### config.mk
export PLATFORM = sky130hd
export DESIGN_NAME = frx_rx_status_engine
export DESIGN_NICKNAME = d
export VERILOG_FILES = /design/src/rtl/frx_pkg.sv /design/src/rtl/frx_bit_front.sv /design/src/rtl/frx_rx_fifo.sv /design/src/rtl/frx_status_regs.sv /design/src/rtl/frx_rx_status_engine.sv
export SDC_FILE = /design/constraint.sdc
export NUM_CORES = 1
export LEC_CHECK = 0
export BUFFER_PORTS_ARGS = -buffer_cell sky130_fd_sc_hd__clkbuf_2
export CELL_PAD_IN_SITES_DETAIL_PLACEMENT = 1
export CELL_PAD_IN_SITES_GLOBAL_PLACEMENT = 1
export CORE_ASPECT_RATIO = 1.2
export CORE_MARGIN = 5
export CORE_UTILIZATION = 45
export DETAILED_ROUTE_END_ITERATION = 12
export GPL_TIMING_DRIVEN = 1
export PLACE_DENSITY = 0.81
export SLEW_MARGIN = 10
export SYNTH_ARGS = -nofsm -noshare
export SYNTH_HDL_FRONTEND = slang
export SYNTH_SLANG_ARGS = --single-unit
### constraint.sdc
create_clock -name clk_i -period 4.6 [get_ports clk_i]
set_clock_uncertainty 0.15 [all_clocks]
set_input_delay 0.23 -clock clk_i [delete_from_list [all_inputs] [get_ports clk_i]]
set_output_delay 0.23 -clock clk_i [all_outputs]
set_load 0.05 [all_outputs]
### src/rtl/frx_pkg.sv
package frx_pkg;
  localparam int BYTE_W = 8;
  localparam logic [BYTE_W-1:0] FLAG_PAT = 8'h7E;

  localparam int CLR_DONE = 0;
  localparam int CLR_CRCE = 1;
  localparam int CLR_AE   = 2;
  localparam int CLR_ABT  = 3;
  localparam int CLR_OVR  = 4;
  localparam int CLR_W    = 5;

  typedef struct packed {
    logic vld;
    logic partial;
    logic crc_ok;
    logic idle;
  } eof_t;
endpackage

### src/rtl/frx_bit_front.sv
module frx_bit_front
  import frx_pkg::*;
#(
  parameter int BIT_CYC = 4
) (
  input  logic              clk_i,
  input  logic              rst_i,
  input  logic              mode_idle_i,
  input  logic              rx_en_i,
  input  logic              bit_vld_i,
  input  logic              bit_val_i,
  input  logic              collision_i,
  input  logic              crc_ok_i,
  output logic              push_vld_o,
  output logic [BYTE_W-1:0] push_byte_o,
  output eof_t              eof_o,
  output logic              abt_o,
  output logic              start_o,
  output logic              flush_o
);
  localparam int IDLE_LIM = 2 * BIT_CYC;
  localparam int IW = $clog2(IDLE_LIM + 1);

  logic [7:0]        hist_q, hist_d;
  logic [3:0]        hcnt_q, hcnt_d;
  logic [2:0]        ones_q, ones_d;
  logic              inf_q, inf_d;
  logic [BYTE_W-1:0] sh_q, sh_d;
  logic [2:0]        bcnt_q, bcnt_d;
  logic              fed_q, fed_d;
  logic              got_q, got_d;
  logic [IW-1:0]     idle_q, idle_d;
  logic              en_q;

  logic              push_d, abt_d, start_d, flush_d;
  logic [BYTE_W-1:0] pbyte_d;
  eof_t              eof_d;
  logic              do_feed, fbit;
  logic [7:0]        win;

  always_comb begin
    hist_d  = hist_q;
    hcnt_d  = hcnt_q;
    ones_d  = ones_q;
    inf_d   = inf_q;
    sh_d    = sh_q;
    bcnt_d  = bcnt_q;
    fed_d   = fed_q;
    got_d   = got_q;
    idle_d  = idle_q;
    push_d  = 1'b0;
    pbyte_d = push_byte_o;
    abt_d   = 1'b0;
    start_d = 1'b0;
    flush_d = rx_en_i && !en_q;
    eof_d   = '0;
    do_feed = 1'b0;
    fbit    = 1'b0;
    win     = {hist_q[6:0], bit_val_i};

    if (!rx_en_i) begin
      inf_d  = 1'b0;
      hcnt_d = '0;
      ones_d = '0;
      bcnt_d = '0;
      fed_d  = 1'b0;
      idle_d = '0;
    end else if (bit_vld_i) begin
      if (mode_idle_i) begin
        idle_d = '0;
        if (!inf_q) begin
          inf_d   = 1'b1;
          start_d = 1'b1;
          got_d   = 1'b0;
        end
        do_feed = 1'b1;
        fbit    = bit_val_i;
      end else begin
        hist_d  = win;
        hcnt_d  = (hcnt_q == 4'd8) ? 4'd8 : hcnt_q + 4'd1;
        ones_d  = !bit_val_i ? 3'd0 : ((ones_q == 3'd7) ? 3'd7 : ones_q + 3'd1);
        do_feed = inf_q && (hcnt_q == 4'd8);
        fbit    = hist_q[7];
      end
    end else if (mode_idle_i && inf_q) begin
      if (idle_q == IW'(IDLE_LIM - 1)) begin
        eof_d.vld     = 1'b1;
        eof_d.partial = (bcnt_q != 3'd0);
        eof_d.crc_ok  = crc_ok_i;
        eof_d.idle    = 1'b1;
        inf_d         = 1'b0;
        bcnt_d        = '0;
        idle_d        = '0;
      end else begin
        idle_d = idle_q + IW'(1);
      end
    end

    // byte assembly, least significant bit first
    if (do_feed) begin
      sh_d  = {fbit, sh_q[BYTE_W-1:1]};
      fed_d = 1'b1;
      if (bcnt_q == 3'd7) begin
        push_d  = 1'b1;
        pbyte_d = sh_d;
        bcnt_d  = '0;
        got_d   = 1'b1;
      end else begin
        bcnt_d = bcnt_q + 3'd1;
      end
    end

    // flag-mode framing events: abort takes precedence over flag match
    if (rx_en_i && bit_vld_i && !mode_idle_i) begin
      if (bit_val_i && ones_q == 3'd6) begin
        abt_d  = inf_q && got_d;
        inf_d  = 1'b0;
        hcnt_d = '0;
        bcnt_d = '0;
        fed_d  = 1'b0;
      end else if (hcnt_q >= 4'd7 && win == FLAG_PAT) begin
        if (inf_q && fed_d) begin
          eof_d.vld     = 1'b1;
          eof_d.partial = (bcnt_d != 3'd0);
          eof_d.crc_ok  = crc_ok_i;
          eof_d.idle    = 1'b0;
        end
        inf_d   = 1'b1;
        start_d = 1'b1;
        hcnt_d  = '0;
        bcnt_d  = '0;
        fed_d   = 1'b0;
        got_d   = 1'b0;
      end
    end

    // collision monitoring runs regardless of the enable
    if (mode_idle_i && collision_i && got_q) abt_d = 1'b1;
    if (flush_d) got_d = 1'b0;
  end

  always_ff @(posedge clk_i) begin
    if (rst_i) begin
      hist_q      <= '0;
      hcnt_q      <= '0;
      ones_q      <= '0;
      inf_q       <= 1'b0;
      sh_q        <= '0;
      bcnt_q      <= '0;
      fed_q       <= 1'b0;
      got_q       <= 1'b0;
      idle_q      <= '0;
      en_q        <= 1'b0;
      push_vld_o  <= 1'b0;
      push_byte_o <= '0;
      eof_o       <= '0;
      abt_o       <= 1'b0;
      start_o     <= 1'b0;
      flush_o     <= 1'b0;
    end else begin
      hist_q      <= hist_d;
      hcnt_q      <= hcnt_d;
      ones_q      <= ones_d;
      inf_q       <= inf_d;
      sh_q        <= sh_d;
      bcnt_q      <= bcnt_d;
      fed_q       <= fed_d;
      got_q       <= got_d;
      idle_q      <= idle_d;
      en_q        <= rx_en_i;
      push_vld_o  <= push_d;
      push_byte_o <= pbyte_d;
      eof_o       <= eof_d;
      abt_o       <= abt_d;
      start_o     <= start_d;
      flush_o     <= flush_d;
    end
  end
endmodule

### src/rtl/frx_rx_fifo.sv
module frx_rx_fifo #(
  parameter int W     = 8,
  parameter int DEPTH = 3
) (
  input  logic         clk_i,
  input  logic         rst_i,
  input  logic         flush_i,
  input  logic         wr_i,
  input  logic [W-1:0] wr_data_i,
  input  logic         rd_i,
  output logic         wr_ok_o,
  output logic         nempty_o,
  output logic [W-1:0] rd_data_o
);
  localparam int PW = (DEPTH > 1) ? $clog2(DEPTH) : 1;
  localparam int CW = $clog2(DEPTH + 1);

  logic [W-1:0]  mem [DEPTH];
  logic [PW-1:0] wptr_q, rptr_q;
  logic [CW-1:0] cnt_q;
  logic          wr_fire, rd_fire;

  assign wr_ok_o  = (cnt_q != CW'(DEPTH));
  assign nempty_o = (cnt_q != '0);
  assign wr_fire  = wr_i && wr_ok_o && !flush_i;
  assign rd_fire  = rd_i && nempty_o && !flush_i;

  function automatic logic [PW-1:0] bump(input logic [PW-1:0] p);
    return (p == PW'(DEPTH - 1)) ? '0 : p + PW'(1);
  endfunction

  always_ff @(posedge clk_i) begin
    if (wr_fire) mem[wptr_q] <= wr_data_i;
  end

  always_ff @(posedge clk_i) begin
    if (rst_i || flush_i) begin
      wptr_q <= '0;
      rptr_q <= '0;
      cnt_q  <= '0;
    end else begin
      if (wr_fire) wptr_q <= bump(wptr_q);
      if (rd_fire) rptr_q <= bump(rptr_q);
      case ({wr_fire, rd_fire})
        2'b10:   cnt_q <= cnt_q + CW'(1);
        2'b01:   cnt_q <= cnt_q - CW'(1);
        default: cnt_q <= cnt_q;
      endcase
    end
  end

  always_ff @(posedge clk_i) begin
    if (rst_i)        rd_data_o <= '0;
    else if (rd_fire) rd_data_o <= mem[rptr_q];
  end
endmodule

### src/rtl/frx_status_regs.sv
module frx_status_regs
  import frx_pkg::*;
(
  input  logic              clk_i,
  input  logic              rst_i,
  input  eof_t              eof_i,
  input  logic              abt_i,
  input  logic              ovr_i,
  input  logic              start_i,
  input  logic [CLR_W-1:0]  clr_i,
  output logic              done_o,
  output logic              crce_o,
  output logic              ae_o,
  output logic              abt_o,
  output logic              ovr_o
);
  logic frm_abt_q, frm_ovr_q;
  logic bad_frm, set_done, set_crce, set_ae;

  always_comb begin
    bad_frm  = frm_abt_q || abt_i || frm_ovr_q || ovr_i;
    set_crce = eof_i.vld && !eof_i.partial && !eof_i.crc_ok;
    set_ae   = eof_i.vld && eof_i.partial && (eof_i.idle ? !eof_i.crc_ok : 1'b1);
    set_done = eof_i.vld && eof_i.crc_ok && !(eof_i.partial && !eof_i.idle) && !bad_frm;
  end

  always_ff @(posedge clk_i) begin
    if (rst_i) begin
      frm_abt_q <= 1'b0;
      frm_ovr_q <= 1'b0;
      done_o    <= 1'b0;
      crce_o    <= 1'b0;
      ae_o      <= 1'b0;
      abt_o     <= 1'b0;
      ovr_o     <= 1'b0;
    end else begin
      frm_abt_q <= start_i ? 1'b0 : (frm_abt_q || abt_i);
      frm_ovr_q <= start_i ? 1'b0 : (frm_ovr_q || ovr_i);
      done_o    <= (done_o && !clr_i[CLR_DONE]) || set_done;
      crce_o    <= (crce_o && !clr_i[CLR_CRCE]) || set_crce;
      ae_o      <= (ae_o   && !clr_i[CLR_AE])   || set_ae;
      abt_o     <= (abt_o  && !clr_i[CLR_ABT])  || abt_i;
      ovr_o     <= (ovr_o  && !clr_i[CLR_OVR])  || ovr_i;
    end
  end
endmodule

### src/rtl/frx_rx_status_engine.sv
module frx_rx_status_engine
  import frx_pkg::*;
#(
  parameter int BIT_CYC    = 4,
  parameter int FIFO_DEPTH = 3
) (
  input  logic              clk_i,
  input  logic              rst_i,
  input  logic              mode_idle_i,
  input  logic              rx_en_i,
  input  logic              bit_vld_i,
  input  logic              bit_val_i,
  input  logic              collision_i,
  input  logic              crc_ok_i,
  input  logic              rd_en_i,
  output logic [BYTE_W-1:0] rd_data_o,
  input  logic [CLR_W-1:0]  clr_i,
  output logic              stat_nempty_o,
  output logic              stat_done_o,
  output logic              stat_crce_o,
  output logic              stat_ae_o,
  output logic              stat_abt_o,
  output logic              stat_ovr_o
);
  logic              push_vld, abt_ev, start_ev, flush_ev, wr_ok;
  logic [BYTE_W-1:0] push_byte;
  eof_t              eof_ev;

  frx_bit_front #(.BIT_CYC(BIT_CYC)) front_i (
    .clk_i(clk_i), .rst_i(rst_i), .mode_idle_i(mode_idle_i), .rx_en_i(rx_en_i),
    .bit_vld_i(bit_vld_i), .bit_val_i(bit_val_i), .collision_i(collision_i),
    .crc_ok_i(crc_ok_i), .push_vld_o(push_vld), .push_byte_o(push_byte),
    .eof_o(eof_ev), .abt_o(abt_ev), .start_o(start_ev), .flush_o(flush_ev)
  );

  frx_rx_fifo #(.W(BYTE_W), .DEPTH(FIFO_DEPTH)) fifo_i (
    .clk_i(clk_i), .rst_i(rst_i), .flush_i(flush_ev), .wr_i(push_vld),
    .wr_data_i(push_byte), .rd_i(rd_en_i), .wr_ok_o(wr_ok),
    .nempty_o(stat_nempty_o), .rd_data_o(rd_data_o)
  );

  frx_status_regs stat_i (
    .clk_i(clk_i), .rst_i(rst_i), .eof_i(eof_ev), .abt_i(abt_ev),
    .ovr_i(push_vld && !wr_ok), .start_i(start_ev), .clr_i(clr_i),
    .done_o(stat_done_o), .crce_o(stat_crce_o), .ae_o(stat_ae_o),
    .abt_o(stat_abt_o), .ovr_o(stat_ovr_o)
  );
endmodule

==> Yosys cells after proc, flatten, opt, wreduce, memory -nomap -nowiden <==
Memories as Yosys holds them, arrays and structs flattened. A register that Yosys moved wholly into a read port is not among the register bits.
Cells that the tools add are included.
{ "op_classes": {"bitwise": 3, "addsub": 8, "n_lt_le_gt_ge": 1, "n_mux": 75, "eq_ne": 12, "n_reduce_logical": 66} }
{ "ops": {"columns": ["op", "n"], "rows": [
  ["2-to-1 mux 4 bit", 19],
  ["2-to-1 mux 1 bit", 42],
  ["2-to-1 mux 3 bit", 11],
  ["logical AND 1 bit", 29],
  ["zero test 1 bit", 14],
  ["logical OR 1 bit", 10],
  ["== test 3 bit (second input constant)", 3],
  ["adder 4 x 1 -> 4 bit (second input constant)", 2],
  ["== test 8 x 7 -> 1 bit (second input constant)", 1],
  ["OR reduction 2 bit", 4],
  ["adder 2 x 1 -> 2 bit (second input constant)", 3],
  ["adder 3 x 1 -> 3 bit (second input constant)", 2],
  ["== test 2 bit (second input constant)", 3],
  ["AND reduction 2 bit", 3],
  ["nonzero test 2 bit", 3],
  ["nonzero test 3 bit", 2],
  ["== test 4 x 3 -> 1 bit (second input constant)", 1],
  ["== test 4 bit (second input constant)", 1],
  [">= comparator 4 x 3 -> 1 bit (second input constant)", 1],
  ["2-to-1 mux 2 bit", 2],
  ["!= test 2 bit (second input constant)", 2],
  ["case mux 2 bit (2 select lines)", 1],
  ["inverter 1 bit", 3],
  ["AND reduction 3 bit", 1],
  ["other kinds (2)", 2]
]} }
{ "word_totals": {"memories": 1, "word_cells": 195, "out_inout_bits": 14, "mem_bits_rw": 24, "regBits": 63} }
{ "mem_list": {"columns": ["name", "depth", "word_bits", "rd", "rd_clocked_by_memory_dff", "write_ports", "line", "rtl"], "rows": [
  ["fifo_i.mem", 3, 8, 1, 1, 1, "frx_rx_fifo.sv:18", "logic [W-1:0] mem [DEPTH];"]
]} }

==> Depth between registers and ports, before layout <==
Gate-level depths: netlist of the first run.
{ "logic_depth": {"ltp_word": 11, "depth_mapped": 7, "depth_no_buf": 6} }

==> Hierarchy <==
Synthesis of the first run repeated with hierarchy kept, for this count alone.
{ "hier_totals": {"hier_cells": 396, "area_unflattened_um2": 3907.5} }
{ "by_module_without_submodules": {"columns": ["mod", "cells_per_inst", "area_per_inst_um2", "n_inst", "seq_area_each_um2"], "rows": [
  ["frx_bit_front", 255, 2152.1, 1, 980.9],
  ["frx_rx_fifo", 110, 1483.9, 1, 1001.0],
  ["frx_status_regs", 30, 257.7, 1, 140.1],
  ["frx_rx_status_engine", 1, 13.8, 1, 0.0]
]} }

==> Worst setup path after synthesis of the first run <==
Ideal clock, no wire load.
{ "synth_path": {"path_kind": "flip-flop to flip-flop", "from": "register fifo_i.cnt_q[0]", "to": "memory fifo_i.mem[2][0] (enable)", "t_arrival_ps": 1688, "required_ps": 4065, "path_buffers": 1, "path_slack_ps": 2377, "stages_incl_launch_ff": 5, "setup_time_ps": 385, "cell_sequence": "dfxtp_1 clkbuf_1 a21boi_0 nand2b_1 nor3b_1"} }
{ "synth_via": {"elab_chain_cells": 5} }
{ "synth_rtl": {"columns": ["item", "line", "rtl"], "rows": [
  ["from (decl)", "frx_rx_fifo.sv:20", "logic [CW-1:0] cnt_q;"],
  ["from (signal assigned)", "frx_rx_fifo.sv:45", "2'b10: cnt_q <= cnt_q + CW'(1);"],
  ["from (signal assigned)", "frx_rx_fifo.sv:46", "2'b01: cnt_q <= cnt_q - CW'(1);"],
  ["from (signal assigned)", "frx_rx_fifo.sv:47", "default: cnt_q <= cnt_q;"],
  ["!= test 2 bit", "frx_rx_fifo.sv:23", "assign wr_ok_o = (cnt_q != CW'(DEPTH));"],
  ["logical AND 1 bit (2 in series)", "frx_rx_fifo.sv:25", "assign wr_fire = wr_i && wr_ok_o && !flush_i;"],
  ["2-to-1 mux 1 bit", "frx_rx_fifo.sv:33", "if (wr_fire) mem[wptr_q] <= wr_data_i;"],
  ["2-to-1 mux 1 bit (not written as such)", "frx_rx_fifo.sv:33", null],
  ["to (decl)", "frx_rx_fifo.sv:18", null]
]} }
No other way between the ends.

==> Worst setup path in the final report of the first run <==
{ "layout_path": {"from": "register fifo_i.cnt_q[0]", "to": "memory fifo_i.mem[0][2] (enable)"} }
Same word-level chain as after synthesis.

==> flow_summary.ini, run 1 <==
[clocking]
clk_pin_slew_ns = 0.10
cts_buffer_depth = 2
cts_post_setup_buffers_inserted = 0
cts_max_level = 3
cts-buffers-inserted = 9
cts_num_sinks = 94
cts_tree = done
clk_latency_ns = 0.36
cts_root_buffer = clkbuf_8

[global_route]
grtUsageTotal_pct = 15.61
grt_pass1_vias = 2848
grt_antenna_before_repair = 0
grt_overflow = 0
grt_max_degree = 45
grt_pass1_wl_um = 13130

[die]
num_rows = 36
core_area_um2 = 8198
fp.dieH_um = 110.7
initial_utilization_pct = 46.38
io_pins = 28
dieArea_um2 = 10400
die_x_um = 93.92

[yosys]
ys_types = 45
synth-seq-cells = 94
ys_seq_area_share_pct = 55.81
syn-num-nets = 396
yosysWarnings = 0
synthCells = 373
yosysTopAreaCell = dfxtp_1
async_flop_share_pct = 0
avgSynthCellArea_um2 = 10.19
synthFlopType = dfxtp_1
synthDominantCellAreaShare_pct = 36.85
synth_edf_count = 24
syn-cell-area_um2 = 3802
synth_area_leaders = dfxtp_1 37%, edfxtp_1 19%, mux2i_1 11%

[worst_setup_path]
path_cells = a21boi_0 > nand2b_1 > nor3_1
path_class = register to register
start_kind = register
crit_arrival_ns = 2.31
required_ns = 4.43
slowest_delay_ns = 0.87
cp_slowest_cell = nor3_1
cp_max_fo = 8
end_kind = register

[route]
drt_first_pass_iters = 4
ant_nets = 0
drt-wirelength-per-cell_um = 14.48
vias = 2713
drc = 0
drt_iter0_markers = 70
vias_per_cell = 5.227
routed_wl_um = 7515

[cells_and_area]
finalNetCount = 423
drive_gt1_share_pct = 12.59
synthToLayoutAreaGrowth_pct = 12.21
utilization_pct = 52.05
final_cell_mix = 70 x dfxtp_1, 51 x nor2_1, 42 x mux2i_1, 31 x nand2_1, 27 x clkbuf_2
mostFrequentLayoutCell = dfxtp_1
num_antenna_cells = 0

[power]
powerDensity_nw_per_um2 = 332.7
power_w = 0.001419
p_leak_nw = 1.606
ir_drop_mv = 0.1979

[place]
gp_congestion = 0.7904
port_buffers = 27
hpwl_um = 5396

[sta]
fin_setup_tns_ns = 0
drv_slew = 0
hold_viol_final = 0
period_needed_ns = 2.487
period_share_pct = 54.06
worstMarginPinSlew_ns = 1.080
slew_headroom_pct = 27.43
fmax_mhz = 402.1
rsz0062_at_grt = false
setup_viol = 0

[run_status]
status = finished clean

[flow_run]
drv_cap = 0

[hold_path]
hp-class = primary input to register
-- logic make-up after synthesis --
kind of cell,after synthesis,synth area share (%)
and+or+nand+nor,131,16.29
adders and majority gates,9,2.962
DFF,94,55.81
xor gates and xnor gates,3,0.6911
muxes,42,11.06
AOI/OAI and AO/OA,59,9.477
buffers and inverters,35,3.718
-- cell usage after synthesis, types with 2 or more instances --
cell type,n
a21boi_0,2
buf_2,2
or2_2,3
nor2_1,51
clkbuf_1,15
nor3_1,7
nand4b_1,2
nand4_1,4
o21ai_0,14
inv_1,17
o2111ai_1,3
and3b_1,2
mux2i_1,42
nand2_1,31
or3_1,2
nor2b_1,4
nand3_1,11
a21oi_1,26
and4b_1,2
nand2b_1,5
nor3b_1,2
a32oi_1,2
xor2_1,2
ha_1,9
edfxtp_1,24
dfxtp_1,70
-- registers in the layout (all words and copies together) (netlist names), 2 cells and up --
register             cells
fifo_i.cnt_q             2
fifo_i.rd_data_o         8
fifo_i.wptr_q            2
fifo_i.rptr_q            2
front_i.idle_q           4
front_i.ones_q           3
front_i.hist_q           8
front_i.hcnt_q           4
front_i.bcnt_q           3
front_i.eof_o            4
front_i.push_byte_o      8
fifo_i.mem              24
front_i.sh_q             7
-- worst max-delay path: cells and delay by family (launching register included) --
| family | cells | cell delay [ns] |
|---|---|---|
| AOI/OAI and AO/OA | 1 | 0.46 |
| DFF | 1 | 0.39 |
| and+or+nand+nor | 2 | 1.10 |
-- area by class of cell --
class	count	area, um2
fillers	921	3931
flip-flops and latches	94	2122
multi-input cells	244	1544
repair buffers	34	200.2
well taps	114	142.6
clock buffers	9	123.9
clock inverters	7	70.07
inverters	17	63.81
-- what timing repair did --
item	4_1_cts	5_1_grt
endpoints found under the hold margin	5	0
resized for setup	0	0
hold buffers	5	0
-- metrics by stage --
step	hold slack, ns	area [um2]	cells	worst slack [ns]
final	0.01547	4267	519	2.113
after global routing	0.04102	4267	519	1.966
after CTS	0.004516	4262	519	1.892
after detailed placement	0.2737	4018	498	1.882
after global placement	0.2637	4018	498	2.195
after floorplan	0.1961	3802	373	2.377
-- where the power goes --
| group | switching, W | internal [W] | total (W) |
|---|---|---|---|
| Combinational | 0.0000318 | 0.0000182 | 0.0000500 |
| Clock | 0.000311 | 0.000209 | 0.000521 |
| Sequential | 0.00000322 | 0.000846 | 0.000849 |
-- per-layer routing --
layer | routed length, um | vias to the layer above | GRT usage [%]
met5 | 0 | - | 0
met4 | 82 | 0 | 4.335
met3 | 205 | 6 | 4.005
met2 | 4019 | 28 | 28.28
met1 | 3209 | 1324 | 17.80
li1 | - | 1355 | -
-- final timing paths --
kind         cells after the start  slack, ns                         start                           to
max                              3       2.11  fifo_i.cnt_q[0]$_SDFFE_PP0P_   fifo_i.mem[0][2]$_DFFE_PP_
min                              4       0.02                      clr_i[1]     stat_i.crce_o$_SDFF_PP0_
max reg2reg                      3       2.11  fifo_i.cnt_q[0]$_SDFFE_PP0P_   fifo_i.mem[0][2]$_DFFE_PP_
min reg2reg                      1       0.29    front_i.start_o$_SDFF_PP0_  stat_i.frm_abt_q$_SDFF_PP0_
(Power assumes the default switching activity.)
==> inputs of run 2 (changes only) <==
- CORE_UTILIZATION: 45 -> 42
- PLACE_DENSITY: 0.81 -> 0.79
- clock period: 4.6 -> 2.1 ns (I/O delays scaled with it)
==> flow_summary.ini, run 2 (synthesized netlist as in run 1, its figures left out) <==
[clocking]
cts_num_sinks = 94
cts_tree = done
cts_buffer_depth = 2
cts_root_buffer = clkbuf_8
clk_pin_slew_ns = 0.08
clk_latency_ns = 0.36
cts_max_level = 3
cts_post_setup_buffers_inserted = 0
cts-buffers-inserted = 9

[cells_and_area]
nFillCells = 1062
final_cell_mix = 69 x dfxtp_1, 51 x nor2_1, 42 x mux2i_1, 31 x nand2_1, 27 x clkbuf_2
mostFrequentLayoutCell = dfxtp_1
num_antenna_cells = 0
final_cells = 546
drive_gt1_share_pct = 15.26
largest_reg_flops = 24
top_register = fifo_i.mem
design_area_um2 = 4428
finalNetCount = 444
synthToLayoutAreaGrowth_pct = 16.45

[global_route]
grt_overflow = 0
grt_pass1_wl_um = 13970
grtUsageTotal_pct = 15.66
grt_antenna_before_repair = 0
grt_max_degree = 36
grt_pass1_vias = 2926

[power]
netSwitchingFraction_pct = 22.55
p_leak_nw = 1.691
ir_drop_mv = 0.3956
clock_power_share_pct = 33.6
p_seq_share_pct = 62.0
p_switching_w = 0.0006767
powerDensity_nw_per_um2 = 677.8
p_comb_share_pct = 4.4
p_int_w = 0.002324

[worst_setup_path]
end_kind = register
start_kind = primary input
path_class = primary input to register
required_ns = 2.23
cp_max_fo = 11
crit_arrival_ns = 2.12

[sta]
hold_viol_final = 0
fin_setup_tns_ns = 0
setup_viol = 0
worstMarginPinSlew_ns = 0.5279
period_share_pct = 94.98
fin_ws_ns = 0.1054
period_needed_ns = 1.995
slew_headroom_pct = 64.76
rsz0062_at_grt = false
fmax_mhz = 501.4
drv_slew = 0
whs_ns = 0.04471

[route]
ant_nets = 0
drc = 0
routed_wl_um = 7951
drt_first_pass_iters = 4
drt-wirelength-per-cell_um = 14.56
drt_iter0_markers = 107
vias = 2809
vias_per_cell = 5.145

[place]
post-place-ws_ns = 0.09798
gp_congestion = 0.7997
hpwl_um = 5837
dp.cells = 518
place_area_um2 = 4145
port_buffers = 27

[die]
io_pins = 28
num_rows = 38
die_x_um = 96.86
core_area_um2 = 8939
initial_utilization_pct = 42.54
fp.dieH_um = 114.2
dieArea_um2 = 11060

[run_status]
status = finished clean

[hold_path]
hp-class = primary input to register

[flow_run]
drv_cap = 0
run 2: worst paths after layout:
kind                                    to  cells past startpoint                    startpoint  slack, ns
max            front_i.eof_o[2]$_SDFF_PP0_                      6                     bit_vld_i       0.11
min          fifo_i.rptr_q[1]$_SDFFE_PP0P_                      4                       rd_en_i       0.04
min reg2reg    stat_i.frm_ovr_q$_SDFF_PP0_                      1    front_i.start_o$_SDFF_PP0_       0.28
max reg2reg    front_i.eof_o[2]$_SDFF_PP0_                      5  front_i.hcnt_q[1]$_SDFF_PP0_       0.11
run 2: cell type report:
class / count / area [um2] / share of cell area (%)
clock buffer: 10 / 127.6 / 2.882
timing repair buffer: 55 / 375.4 / 8.477
sequential: 94 / 2123 / 47.95
inverter: 17 / 63.81 / 1.441
tap: 120 / 150.1 / 3.391
clock inverter: 6 / 30.03 / 0.6782
multi-input combinational: 244 / 1558 / 35.18
run 2: timing repair:
action                                 CTS  global route
hold buffers                            12             0
resized for setup                        0             2
endpoints found under the hold margin   18             0
setup endpoints to repair                0            10
run 2: routing by layer:
layer / vias to the layer above / share of wire, % / global-route usage (%)
met5: - / 0 / 0
met4: 0 / 2.0 / 6.273
met3: 13 / 3.0 / 3.839
met2: 38 / 54 / 29.42
met1: 1362 / 41 / 16.81
li1: 1396 / - / -
run 2: power groups by stage:
stage | clock (W) | combinational, W | sequential (W)
floorplan | 0 | 0.0000711 | 0.00190
global placement | 0 | 0.000110 | 0.00190
detailed placement | 0 | 0.000114 | 0.00190
CTS | 0.00106 | 0.000132 | 0.00186
global route | 0.00114 | 0.000147 | 0.00186
finish | 0.00101 | 0.000133 | 0.00186
run 2: critical path, cell delays in order:
cell and delay [ns]:
dlygate4sd3_1 0.52, clkbuf_2 0.25, nand4bb_1 0.15, or4_1 0.52
a211o_1 0.34, a221oi_2 0.24
run 2: per-stage QoR:
step	total power, W	util (%)
finish	0.003001	49.54
global route	0.003153	49.54
CTS	0.003048	49.48
detailed placement	0.002016	46.37
global placement	0.002011	46.37
floorplan	0.001970	-
